## config.mk

```make
export PLATFORM = sky130hd
export DESIGN_NAME = merge_wbuf
export DESIGN_NICKNAME = d
export VERILOG_FILES = /design/src/rtl/wbuf_pkg.sv /design/src/rtl/wbuf_ctrl.sv /design/src/rtl/wbuf_data.sv /design/src/rtl/merge_wbuf.sv
export SDC_FILE = /design/constraint.sdc
export NUM_CORES = 2
export LEC_CHECK = 0
export BUFFER_PORTS_ARGS = -buffer_cell sky130_fd_sc_hd__clkbuf_2
export CORE_ASPECT_RATIO = 0.6
export CORE_MARGIN = 3
export CORE_UTILIZATION = 30
export DETAILED_ROUTE_END_ITERATION = 7
export SETUP_SLACK_MARGIN = 0.1
export SLEW_MARGIN = 15
export SYNTH_ARGS = -nofsm -noshare
export SYNTH_HDL_FRONTEND = slang
export SYNTH_HIERARCHICAL = 1
export SYNTH_SLANG_ARGS = --single-unit
```

## constraint.sdc

```tcl
create_clock -name clk -period 5.1 [get_ports clk]
set_input_delay 0.255 -clock clk [delete_from_list [all_inputs] [get_ports clk]]
set_output_delay 0.255 -clock clk [all_outputs]
set_load 0.01 [all_outputs]
```

## src/rtl/wbuf_pkg.sv

```systemverilog
package wbuf_pkg;
  // Strobes from the control to the entry storage
  typedef struct packed {
    logic doAlloc;  // fill slotIdx with the incoming word
    logic doMerge;  // fold the incoming word into slotIdx
    logic doPop;    // head entry taken by lower memory
  } wbufStrobe_t;
endpackage

```

## src/rtl/wbuf_ctrl.sv

```systemverilog
module wbuf_ctrl
  import wbuf_pkg::*;
#(
  parameter int DEPTH = 4,
  localparam int IDX_W = $clog2(DEPTH),
  localparam int CNT_W = $clog2(DEPTH + 1)
) (
  input  logic             clk,
  input  logic             rstN,
  input  logic             wrValid,
  input  logic [DEPTH-1:0] matchVec,
  input  logic             memReady,
  output wbufStrobe_t      strobe,
  output logic [IDX_W-1:0] slotIdx,
  output logic [IDX_W-1:0] headIdx,
  output logic             wrFull,
  output logic             memValid
);
  logic [DEPTH-1:0] validQ;
  logic [IDX_W-1:0] headQ, tailQ, hitIdx;
  logic [CNT_W-1:0] countQ;
  logic [DEPTH-1:0] hitVec, headMask;
  logic             mergeHit, accept;

  function automatic logic [IDX_W-1:0] nextPtr(input logic [IDX_W-1:0] p);
    return (p == IDX_W'(DEPTH - 1)) ? '0 : p + 1'b1;
  endfunction

  // The head entry is on the memory port and never merges
  assign headMask = DEPTH'(1) << headQ;
  assign hitVec   = matchVec & validQ & ~headMask;
  assign mergeHit = |hitVec;

  always_comb begin
    hitIdx = '0;
    for (int i = DEPTH - 1; i >= 0; i--) begin
      if (hitVec[i]) hitIdx = IDX_W'(i);
    end
  end

  assign wrFull   = (countQ == CNT_W'(DEPTH)) && !mergeHit;
  assign accept   = wrValid && !wrFull;
  assign memValid = validQ[headQ];

  assign strobe.doAlloc = accept && !mergeHit;
  assign strobe.doMerge = accept && mergeHit;
  assign strobe.doPop   = memValid && memReady;
  assign slotIdx        = mergeHit ? hitIdx : tailQ;
  assign headIdx        = headQ;

  always_ff @(posedge clk or negedge rstN) begin
    if (!rstN) begin
      validQ <= '0;
      headQ  <= '0;
      tailQ  <= '0;
      countQ <= '0;
    end else begin
      if (strobe.doPop) begin
        validQ[headQ] <= 1'b0;
        headQ         <= nextPtr(headQ);
      end
      if (strobe.doAlloc) begin
        validQ[tailQ] <= 1'b1;
        tailQ         <= nextPtr(tailQ);
      end
      countQ <= countQ + CNT_W'(strobe.doAlloc) - CNT_W'(strobe.doPop);
    end
  end
endmodule

```

## src/rtl/wbuf_data.sv

```systemverilog
module wbuf_data
  import wbuf_pkg::*;
#(
  parameter int DEPTH       = 4,
  parameter int ADDR_W      = 16,
  parameter int BLOCK_BYTES = 16,
  parameter int WORD_BYTES  = 4,
  localparam int IDX_W  = $clog2(DEPTH),
  localparam int OFF_W  = $clog2(BLOCK_BYTES),
  localparam int WB_W   = $clog2(WORD_BYTES),
  localparam int TAG_W  = ADDR_W - OFF_W,
  localparam int BLK_W  = BLOCK_BYTES * 8,
  localparam int WORD_W = WORD_BYTES * 8
) (
  input  logic              clk,
  input  logic              rstN,
  input  wbufStrobe_t       strobe,
  input  logic [IDX_W-1:0]  slotIdx,
  input  logic [IDX_W-1:0]  headIdx,
  input  logic [ADDR_W-1:0] wrAddr,
  input  logic [WORD_W-1:0] wrData,
  input  logic [WORD_BYTES-1:0] wrBe,
  output logic [DEPTH-1:0]  matchVec,
  output logic [TAG_W-1:0]  memBlockAddr,
  output logic [BLK_W-1:0]  memData,
  output logic [BLOCK_BYTES-1:0] memMask
);
  logic [TAG_W-1:0]       tagQ  [DEPTH];
  logic [BLK_W-1:0]       dataQ [DEPTH];
  logic [BLOCK_BYTES-1:0] maskQ [DEPTH];

  logic [TAG_W-1:0]       wrTag;
  logic [OFF_W-WB_W-1:0]  wordSel;
  logic [BLOCK_BYTES-1:0] placeMask;
  logic [BLK_W-1:0]       placeData, placeBits;

  assign wrTag     = wrAddr[ADDR_W-1:OFF_W];
  assign wordSel   = wrAddr[OFF_W-1:WB_W];
  assign placeMask = BLOCK_BYTES'(wrBe) << (int'(wordSel) * WORD_BYTES);
  assign placeData = BLK_W'(wrData) << (int'(wordSel) * WORD_W);

  always_comb begin
    for (int b = 0; b < BLOCK_BYTES; b++) placeBits[b*8 +: 8] = {8{placeMask[b]}};
  end

  for (genvar g = 0; g < DEPTH; g++) begin : g_match
    assign matchVec[g] = (tagQ[g] == wrTag);
  end

  always_ff @(posedge clk or negedge rstN) begin
    if (!rstN) begin
      for (int e = 0; e < DEPTH; e++) begin
        tagQ[e]  <= '0;
        dataQ[e] <= '0;
        maskQ[e] <= '0;
      end
    end else if (strobe.doAlloc) begin
      tagQ[slotIdx]  <= wrTag;
      dataQ[slotIdx] <= placeData;
      maskQ[slotIdx] <= placeMask;
    end else if (strobe.doMerge) begin
      dataQ[slotIdx] <= (dataQ[slotIdx] & ~placeBits) | (placeData & placeBits);
      maskQ[slotIdx] <= maskQ[slotIdx] | placeMask;
    end
  end

  assign memBlockAddr = tagQ[headIdx];
  assign memData      = dataQ[headIdx];
  assign memMask      = maskQ[headIdx];
endmodule

```

## src/rtl/merge_wbuf.sv

```systemverilog
module merge_wbuf
  import wbuf_pkg::*;
#(
  parameter int DEPTH       = 4,
  parameter int ADDR_W      = 16,
  parameter int BLOCK_BYTES = 16,
  parameter int WORD_BYTES  = 4,
  localparam int IDX_W  = $clog2(DEPTH),
  localparam int TAG_W  = ADDR_W - $clog2(BLOCK_BYTES),
  localparam int BLK_W  = BLOCK_BYTES * 8,
  localparam int WORD_W = WORD_BYTES * 8
) (
  input  logic                   clk,
  input  logic                   rstN,
  input  logic                   wrValid,
  input  logic [ADDR_W-1:0]      wrAddr,
  input  logic [WORD_W-1:0]      wrData,
  input  logic [WORD_BYTES-1:0]  wrBe,
  output logic                   wrFull,
  output logic                   memValid,
  input  logic                   memReady,
  output logic [TAG_W-1:0]       memBlockAddr,
  output logic [BLK_W-1:0]       memData,
  output logic [BLOCK_BYTES-1:0] memMask
);
  wbufStrobe_t      strobe;
  logic [IDX_W-1:0] slotIdx, headIdx;
  logic [DEPTH-1:0] matchVec;

  wbuf_ctrl #(.DEPTH(DEPTH)) u_ctrl (
    .clk(clk), .rstN(rstN), .wrValid(wrValid), .matchVec(matchVec),
    .memReady(memReady), .strobe(strobe), .slotIdx(slotIdx),
    .headIdx(headIdx), .wrFull(wrFull), .memValid(memValid)
  );

  wbuf_data #(
    .DEPTH(DEPTH), .ADDR_W(ADDR_W), .BLOCK_BYTES(BLOCK_BYTES), .WORD_BYTES(WORD_BYTES)
  ) u_data (
    .clk(clk), .rstN(rstN), .strobe(strobe), .slotIdx(slotIdx), .headIdx(headIdx),
    .wrAddr(wrAddr), .wrData(wrData), .wrBe(wrBe), .matchVec(matchVec),
    .memBlockAddr(memBlockAddr), .memData(memData), .memMask(memMask)
  );
endmodule

```

**Word level (Yosys, flattened, before mapping)**

Cells that the tools add are included.

- Reduce and logical (&&, ||, !) cells: 12
- Shift operators: 3
- Magnitude comparators: 7
- Equality and inequality tests: 7
- Bitwise gates (word level): 13
- $mul: 0
- Add/sub/neg operators: 4
- Mux-type cells: 45
- Divide/modulo/power cells: 0

Operator list:

| cell | number |
|---|---|
| $bwmux 512 | 2 |
| $mux 512 | 2 |
| $mux 128 | 5 |
| $bmux 128 s2 | 2 |
| $and 128x128->128 | 2 |
| $demux 128 s2 | 1 |
| $bwmux 64 | 2 |
| $mux 64 | 2 |
| $not 128->128 | 1 |
| $or 128x128->128 | 1 |
| $shl 32x7->128 | 1 |
| $mux 16 | 5 |
| $bmux 16 s2 | 2 |
| $bwmux 48 | 1 |
| $eq 12x12->1 | 4 |
| $mux 12 | 3 |
| $demux 16 s2 | 1 |
| $bmux 12 s2 | 1 |
| $demux 12 s2 | 1 |
| $or 16x16->16 | 1 |
| $shl 4x4->16 | 1 |
| $mux 2 | 7 |
| $and 4x4->4 | 3 |
| $logic_and 1x1->1 | 8 |
| 20 further kinds | 32 |

- ROM bits: 0
- Input port bits: 56
- Output and inout port bits: 158
- Logic and storage cells: 107
- Memories kept: 0
- Bits in latches: 0
- Bits in registers: 635
- Memory bits (writable): 0

**Longest topological paths before layout**

- Word-level depth: 17
- Mapped depth: 15
- Gate-level depth less buffers: 11

**Hierarchy**

The synthesis kept the hierarchy.

By module, submodules not included:

| module | sequential area each (um^2) | times used | area each (um^2) | cells an instance |
|---|---|---|---|---|
| wbuf_data | 15615.0 | 1 | 34265.4 | 2902 |
| wbuf_ctrl | 275.3 | 1 | 719.4 | 68 |

**Worst setup path after synthesis**

Ideal clock, no wire load.

- Kind: input-to-reg
- From: input port wrAddr[6]
- To: register u_data/dataQ[244] in the netlist's numbering
- Cell stages on the path: 15
- Setup slack: 1.975 ns
- Arrival: 2.999 ns
- Path buffers: 5
- Data required time: 4.974 ns
- Library setup time: 0.126 ns
- Path through: clkbuf_1 > xnor2_1 > nand4_1 > nor3_1 > nand2_1 > o21ai_0 > nor2_1 > nor2_1 > buf_4 > buf_2 > buf_2 > buf_4 > mux2i_1 > nor3_1 > a221o_1

- Cells in the longest elaborated chain, start to end: 17
- Elaborated cells on any way between the ends: 34
- Classes of those cells: order compare (2); eq/ne (4); mux (14); bitwise (5); reduce/logical (9)

RTL lines:

| what | RTL line | RTL |
|---|---|---|
| start, declared | merge_wbuf.sv:16 | `input logic [ADDR_W-1:0] wrAddr,` |
| $eq 12x12->1 (*) | wbuf_data.sv:47 | `assign matchVec[g] = (tagQ[g] == wrTag);` |
| named net matchVec[3] | merge_wbuf.sv:28 | `logic [DEPTH-1:0] matchVec;` |
| $and 4x4->4 (*) (2 in a row) | wbuf_ctrl.sv:31 | `assign hitVec = matchVec & validQ & ~headMask;` |
| $mux 2 (4 in a row) | wbuf_ctrl.sv:37 | `if (hitVec[i]) hitIdx = IDX_W'(i);` |
| $mux 2 (*) | wbuf_ctrl.sv:48 | `assign slotIdx = mergeHit ? hitIdx : tailQ;` |
| named net slotIdx[1] | merge_wbuf.sv:27 | `logic [IDX_W-1:0] slotIdx, headIdx;` |
| $not 2->3 (*) | wbuf_data.sv:59, wbuf_data.sv:62 |  |
| $bmux 128 s2 | wbuf_data.sv:62 | `dataQ[slotIdx] <= (dataQ[slotIdx] & ~placeBits) \| (placeData & placeBits);` |
| $mux 128 (not written as such) (2 in a row) | wbuf_data.sv:62 |  |
| $and 128x128->128 | wbuf_data.sv:62 |  |
| $or 128x128->128 | wbuf_data.sv:62 |  |
| $bwmux 512 | wbuf_data.sv:62 |  |
| $mux 512 | wbuf_data.sv:61 | `end else if (strobe.doMerge) begin` |
| $mux 512 (*) | wbuf_data.sv:57 | `end else if (strobe.doAlloc) begin` |
| end signal, assigned by index | wbuf_data.sv:59 | `dataQ[slotIdx] <= placeData;` |
| end signal, assigned by index | wbuf_data.sv:62 |  |
| end, declared | wbuf_data.sv:29 | `logic [BLK_W-1:0] dataQ [DEPTH];` |

The timed path passes the listed nets; every way through them passes the cells marked *. The select of a mux whose other input is x is not followed.
A chain may end at the register's enable or synchronous reset.

**Final worst setup path**

- From: register u_ctrl.headQ[0] (netlist: u_ctrl/headIdx[0])
- To: output port memData[88]

- Cells in the longest elaborated chain, start to end: 4

RTL lines:

| what | RTL line | RTL |
|---|---|---|
| start, declared | wbuf_ctrl.sv:20 | `logic [IDX_W-1:0] headQ, tailQ, hitIdx;` |
| start signal, assigned | wbuf_ctrl.sv:60 | `headQ <= nextPtr(headQ);` |
| $not 2->3 (not written as such) | wbuf_data.sv:68 | `assign memData = dataQ[headIdx];` |
| $bmux 128 s2 | wbuf_data.sv:68 |  |
| $mux 128 (not written as such) (2 in a row) | wbuf_data.sv:68 |  |
| end, declared | merge_wbuf.sv:23 | `output logic [BLK_W-1:0] memData,` |

No other way between the ends. The select of a mux whose other input is x is not followed.

==> out/results.txt <==
Outcome: finished clean
Number of antenna-violating nets in the routed design: 0
Pre-antenna DRT Iters: 5
Core Box Area: 115000 sq um
Share of synthesized area occupied by flip-flops and latches: 45.4%
Antenna violations before repair: 12
Post-route core utilization: 34.8%
Max-cap check violation count: 0
Cell count after placement: 4444
Sw power: 10.5 mW
Inserted Clock Buffers: 59
Clock period minus final worst setup slack: 4.44 ns
Total of warnings raised by yosys: 6
Post-route DRC violation count: 0
Detailed-route wire length: 130000 um
Number of synthesized register bits: 635
Number of input and output port buffers inserted: 211
Area of the mapped netlist: 35000 sq um
Ratio of cells with drive above 1 in the final layout: 22.5%
Detailed Route Iter0 Violations: 3130
Clk pin slew, worst setup/hold paths: 0.07 ns
Fraction of synthesis flops using an asynchronous set or reset pin: 100%
Most prevalent standard cell on the critical path: sky130_fd_sc_hd__buf_4
Pwr/cell area: 649 nW/um^2
Worst setup EP type: primary output
EDFF count, synth: 0
Critical-path cell list: buf_4, buf_12, buf_4, mux4_2, clkbuf_2
Post-detailed-route wirelength per cell: 28.5 um
Final Max Slew Viols: 0
Placed cell areas: 37700 sq um
WP data required: 4.85 ns
Worst relative slew slack: 26.8%
Count of standard-cell rows: 96
Synth area leaders: sky130_fd_sc_hd__dfrtp_1, sky130_fd_sc_hd__a221o_1, sky130_fd_sc_hd__mux4_2, sky130_fd_sc_hd__nor3_1, sky130_fd_sc_hd__mux2i_1
Area share of the largest cell type after synthesis: 45.4%
Clock power share: 19.1%
Latest clock arrival within the worst-skew pair: 0.69 ns
Root Driver: sky130_fd_sc_hd__clkbuf_16
Fraction of power consumed by sequential logic: 34.9%
Flip-flop cell with the highest count after synthesis: sky130_fd_sc_hd__dfrtp_1
Die height: 271 um
Slowest cell on the critical path: sky130_fd_sc_hd__buf_4
Routed vias: 28800
Fin Clk Skew: 0.0575 ns
Arrival time at the worst endpoint: 4.18 ns
Maximum fanout encountered on the critical timing path: 87
CTS tree: done
Width of the die: 447 um
Max Freq: 225 MHz
Leak Pwr: 16.8 nW
Least-Margin Pin Slew: 1.10 ns
Class of the worst hold path: in -> reg
Kind of critical path: reg -> out
Count of instances resized after the clock tree is built: 0
Synthesized area per cell: 11.8 sq um
Via density per instance: 6.31
Total Neg Setup Slack: 0 ns
Peak supply drop: 0.000479 V
Sink Count: 635
Critical Path Max Stage Delay: 0.88 ns
Biggest area consumer among synthesized cells: sky130_fd_sc_hd__dfrtp_1
Final setup fails: 0
Portion of total power attributed to combinational logic: 46.0%
Die Area: 121000 sq um
Fin cells: 4573
Internal portion of total power: 15.5 mW
Clock H-tree levels: 2
Half-perimeter wire length after detailed placement: 77300 um
Switching part of the total: 40.5%
Placer's final routability congestion estimate: 0.795
Unrepaired setup endpoints after global routing: no
Fin area: 40000 sq um
Sort of element at the start of the critical path: flip-flop
Fill cell count: 11200
First-pass GRT wire length: 193000 um
Post-layout power: 26.0 mW
Area growth syn-to-layout: 14.2%
Largest net degree at the start of global routing: 146
Net count reported at finish: 3067
Maximum clock insertion buffer count: 3
Overall Global Routing Usage: 20.8%
GRT overflow: 0
IO Pins: 214
Initial core utilization: 30.4%
Cell variety after synth: 44
Mapped Nets: 3037
Number of global-route vias before repair: 27500
Period utilisation layout: 87.0%
Hold Fails Final Rpt: 0
Number of instances in the synthesized netlist: 2970
==> sequential cells by signal (all words and copies together), names as in the netlist <==
| signal | flops |
|---|---|
| u_ctrl/countQ | 3 |
| u_ctrl/headIdx | 2 |
| u_ctrl/tailQ | 2 |
| u_ctrl/validQ | 4 |
| u_data/dataQ | 512 |
| u_data/maskQ | 64 |
| u_data/tagQ | 48 |
==> synth_stat cells (47+ instances only) <==
cell type,count
sky130_fd_sc_hd__dfrtp_1,635
sky130_fd_sc_hd__nor3_1,517
sky130_fd_sc_hd__a221o_1,512
sky130_fd_sc_hd__mux2i_1,256
sky130_fd_sc_hd__clkbuf_1,201
sky130_fd_sc_hd__mux4_2,157
sky130_fd_sc_hd__buf_2,121
sky130_fd_sc_hd__and2_1,97
sky130_fd_sc_hd__mux2_2,80
sky130_fd_sc_hd__a21oi_1,53
sky130_fd_sc_hd__o21ai_0,51
sky130_fd_sc_hd__xnor2_1,50
sky130_fd_sc_hd__nand2_1,47
==> power groups by stage <==
| stage | Sequential, mW | Combinational (mW) | Clock (mW) |
|---|---|---|---|
| 3_5_place_dp | 9.04 | 12.0 | 0 |
| 5_1_grt | 9.35 | 12.7 | 5.26 |
| 3_3_place_gp | 9.01 | 11.9 | 0 |
| 4_1_cts | 8.99 | 12.0 | 5.04 |
| 6_report | 9.07 | 11.9 | 4.95 |
| 2_1_floorplan | 8.43 | 8.13 | 0 |
==> final timing paths <==
path	start	cells after the start	slack (ns)	end
max in group asynchronous	rstN	3	3.45	u_data/tagQ[7]$_DFFE_PN0P_
setup reg to reg	u_data/tagQ[0]$_DFFE_PN0P_	13	0.96	u_data/maskQ[36]$_DFFE_PN0P_
hold / removal	wrValid	4	0.13	u_ctrl/tailQ[1]$_DFFE_PN0N_
min in group asynchronous	rstN	2	0.18	u_data/dataQ[138]$_DFFE_PN0P_
setup / recovery	u_ctrl/headIdx[0]$_DFFE_PN0N_	5	0.66	memData[88]
hold reg to reg	u_data/maskQ[7]$_DFFE_PN0P_	2	0.51	u_data/maskQ[7]$_DFFE_PN0P_
==> placed cells by master (no fill, tap or decap), drive strengths merged, types with 12 or more instances in the layout <==
master / instances
a21oi: 53
a221o: 512
a31oi: 32
and2: 98
and3: 36
buf: 92
clkbuf: 289
clkinv: 16
dfrtp: 635
dlygate4sd3: 14
mux2: 82
mux2i: 256
mux4: 157
nand2: 47
nand4: 12
nor2: 28
nor3: 518
o21ai: 53
xnor2: 50
==> kinds of logic (layout without fill, tap and decap cells) <==
family          after synthesis  count (layout)  synth area share (%)
mux                         495             495                  20.1
buf+inv                     355             433                  4.33
flops                       635             635                  45.4
xor+xnor                     50              50                  1.25
fa+ha+maj                    11              11                 0.415
simple gates                768             768                  11.6
compound gates              656             656                  16.9
other cells                   0               6                     0
==> worst max-delay path: cells and delay by family, from the launching register on <==
kind | cells | cell delay, ns
flops | 1 | 0.63
buf+inv | 4 | 2.07
mux | 1 | 0.70
==> layout make-up <==
cell class | instances | area (sq um) | share of cell area, %
clock inverter | 30 | 425 | 1.06
clock buffer | 79 | 1680 | 4.21
multi-input combinational | 1980 | 17800 | 44.6
antenna | 6 | 15.0 | 0.0376
timing repair buffer | 316 | 2200 | 5.51
tap | 1519 | 1900 | 4.76
inverter | 8 | 30.0 | 0.0751
sequential | 635 | 15900 | 39.8
==> through the flow <==
step / setup WS (ns) / hold WS (ns)
2_1_floorplan: 1.97 / -0.0406
3_3_place_gp: 0.983 / 0.333
6_report: 0.663 / 0.129
5_1_grt: 0.307 / 0.136
3_5_place_dp: 0.983 / 0.330
4_1_cts: 0.442 / 0.0894
==> what timing repair did <==
item                      4_1_cts  5_1_grt
hold buffers                   14        0
hold endpoints to repair      127        0
buffers inserted                0        0
==> metal layers <==
metal	GRT usage, %	part of all wire (%)	vias to the layer above
met2	29.2	43	1690
met5	0	0.061	-
li1	-	-	12000
met4	7.29	3.3	10
met3	5.72	11	245
met1	30.6	43	14900
(Power assumes the default switching activity.)
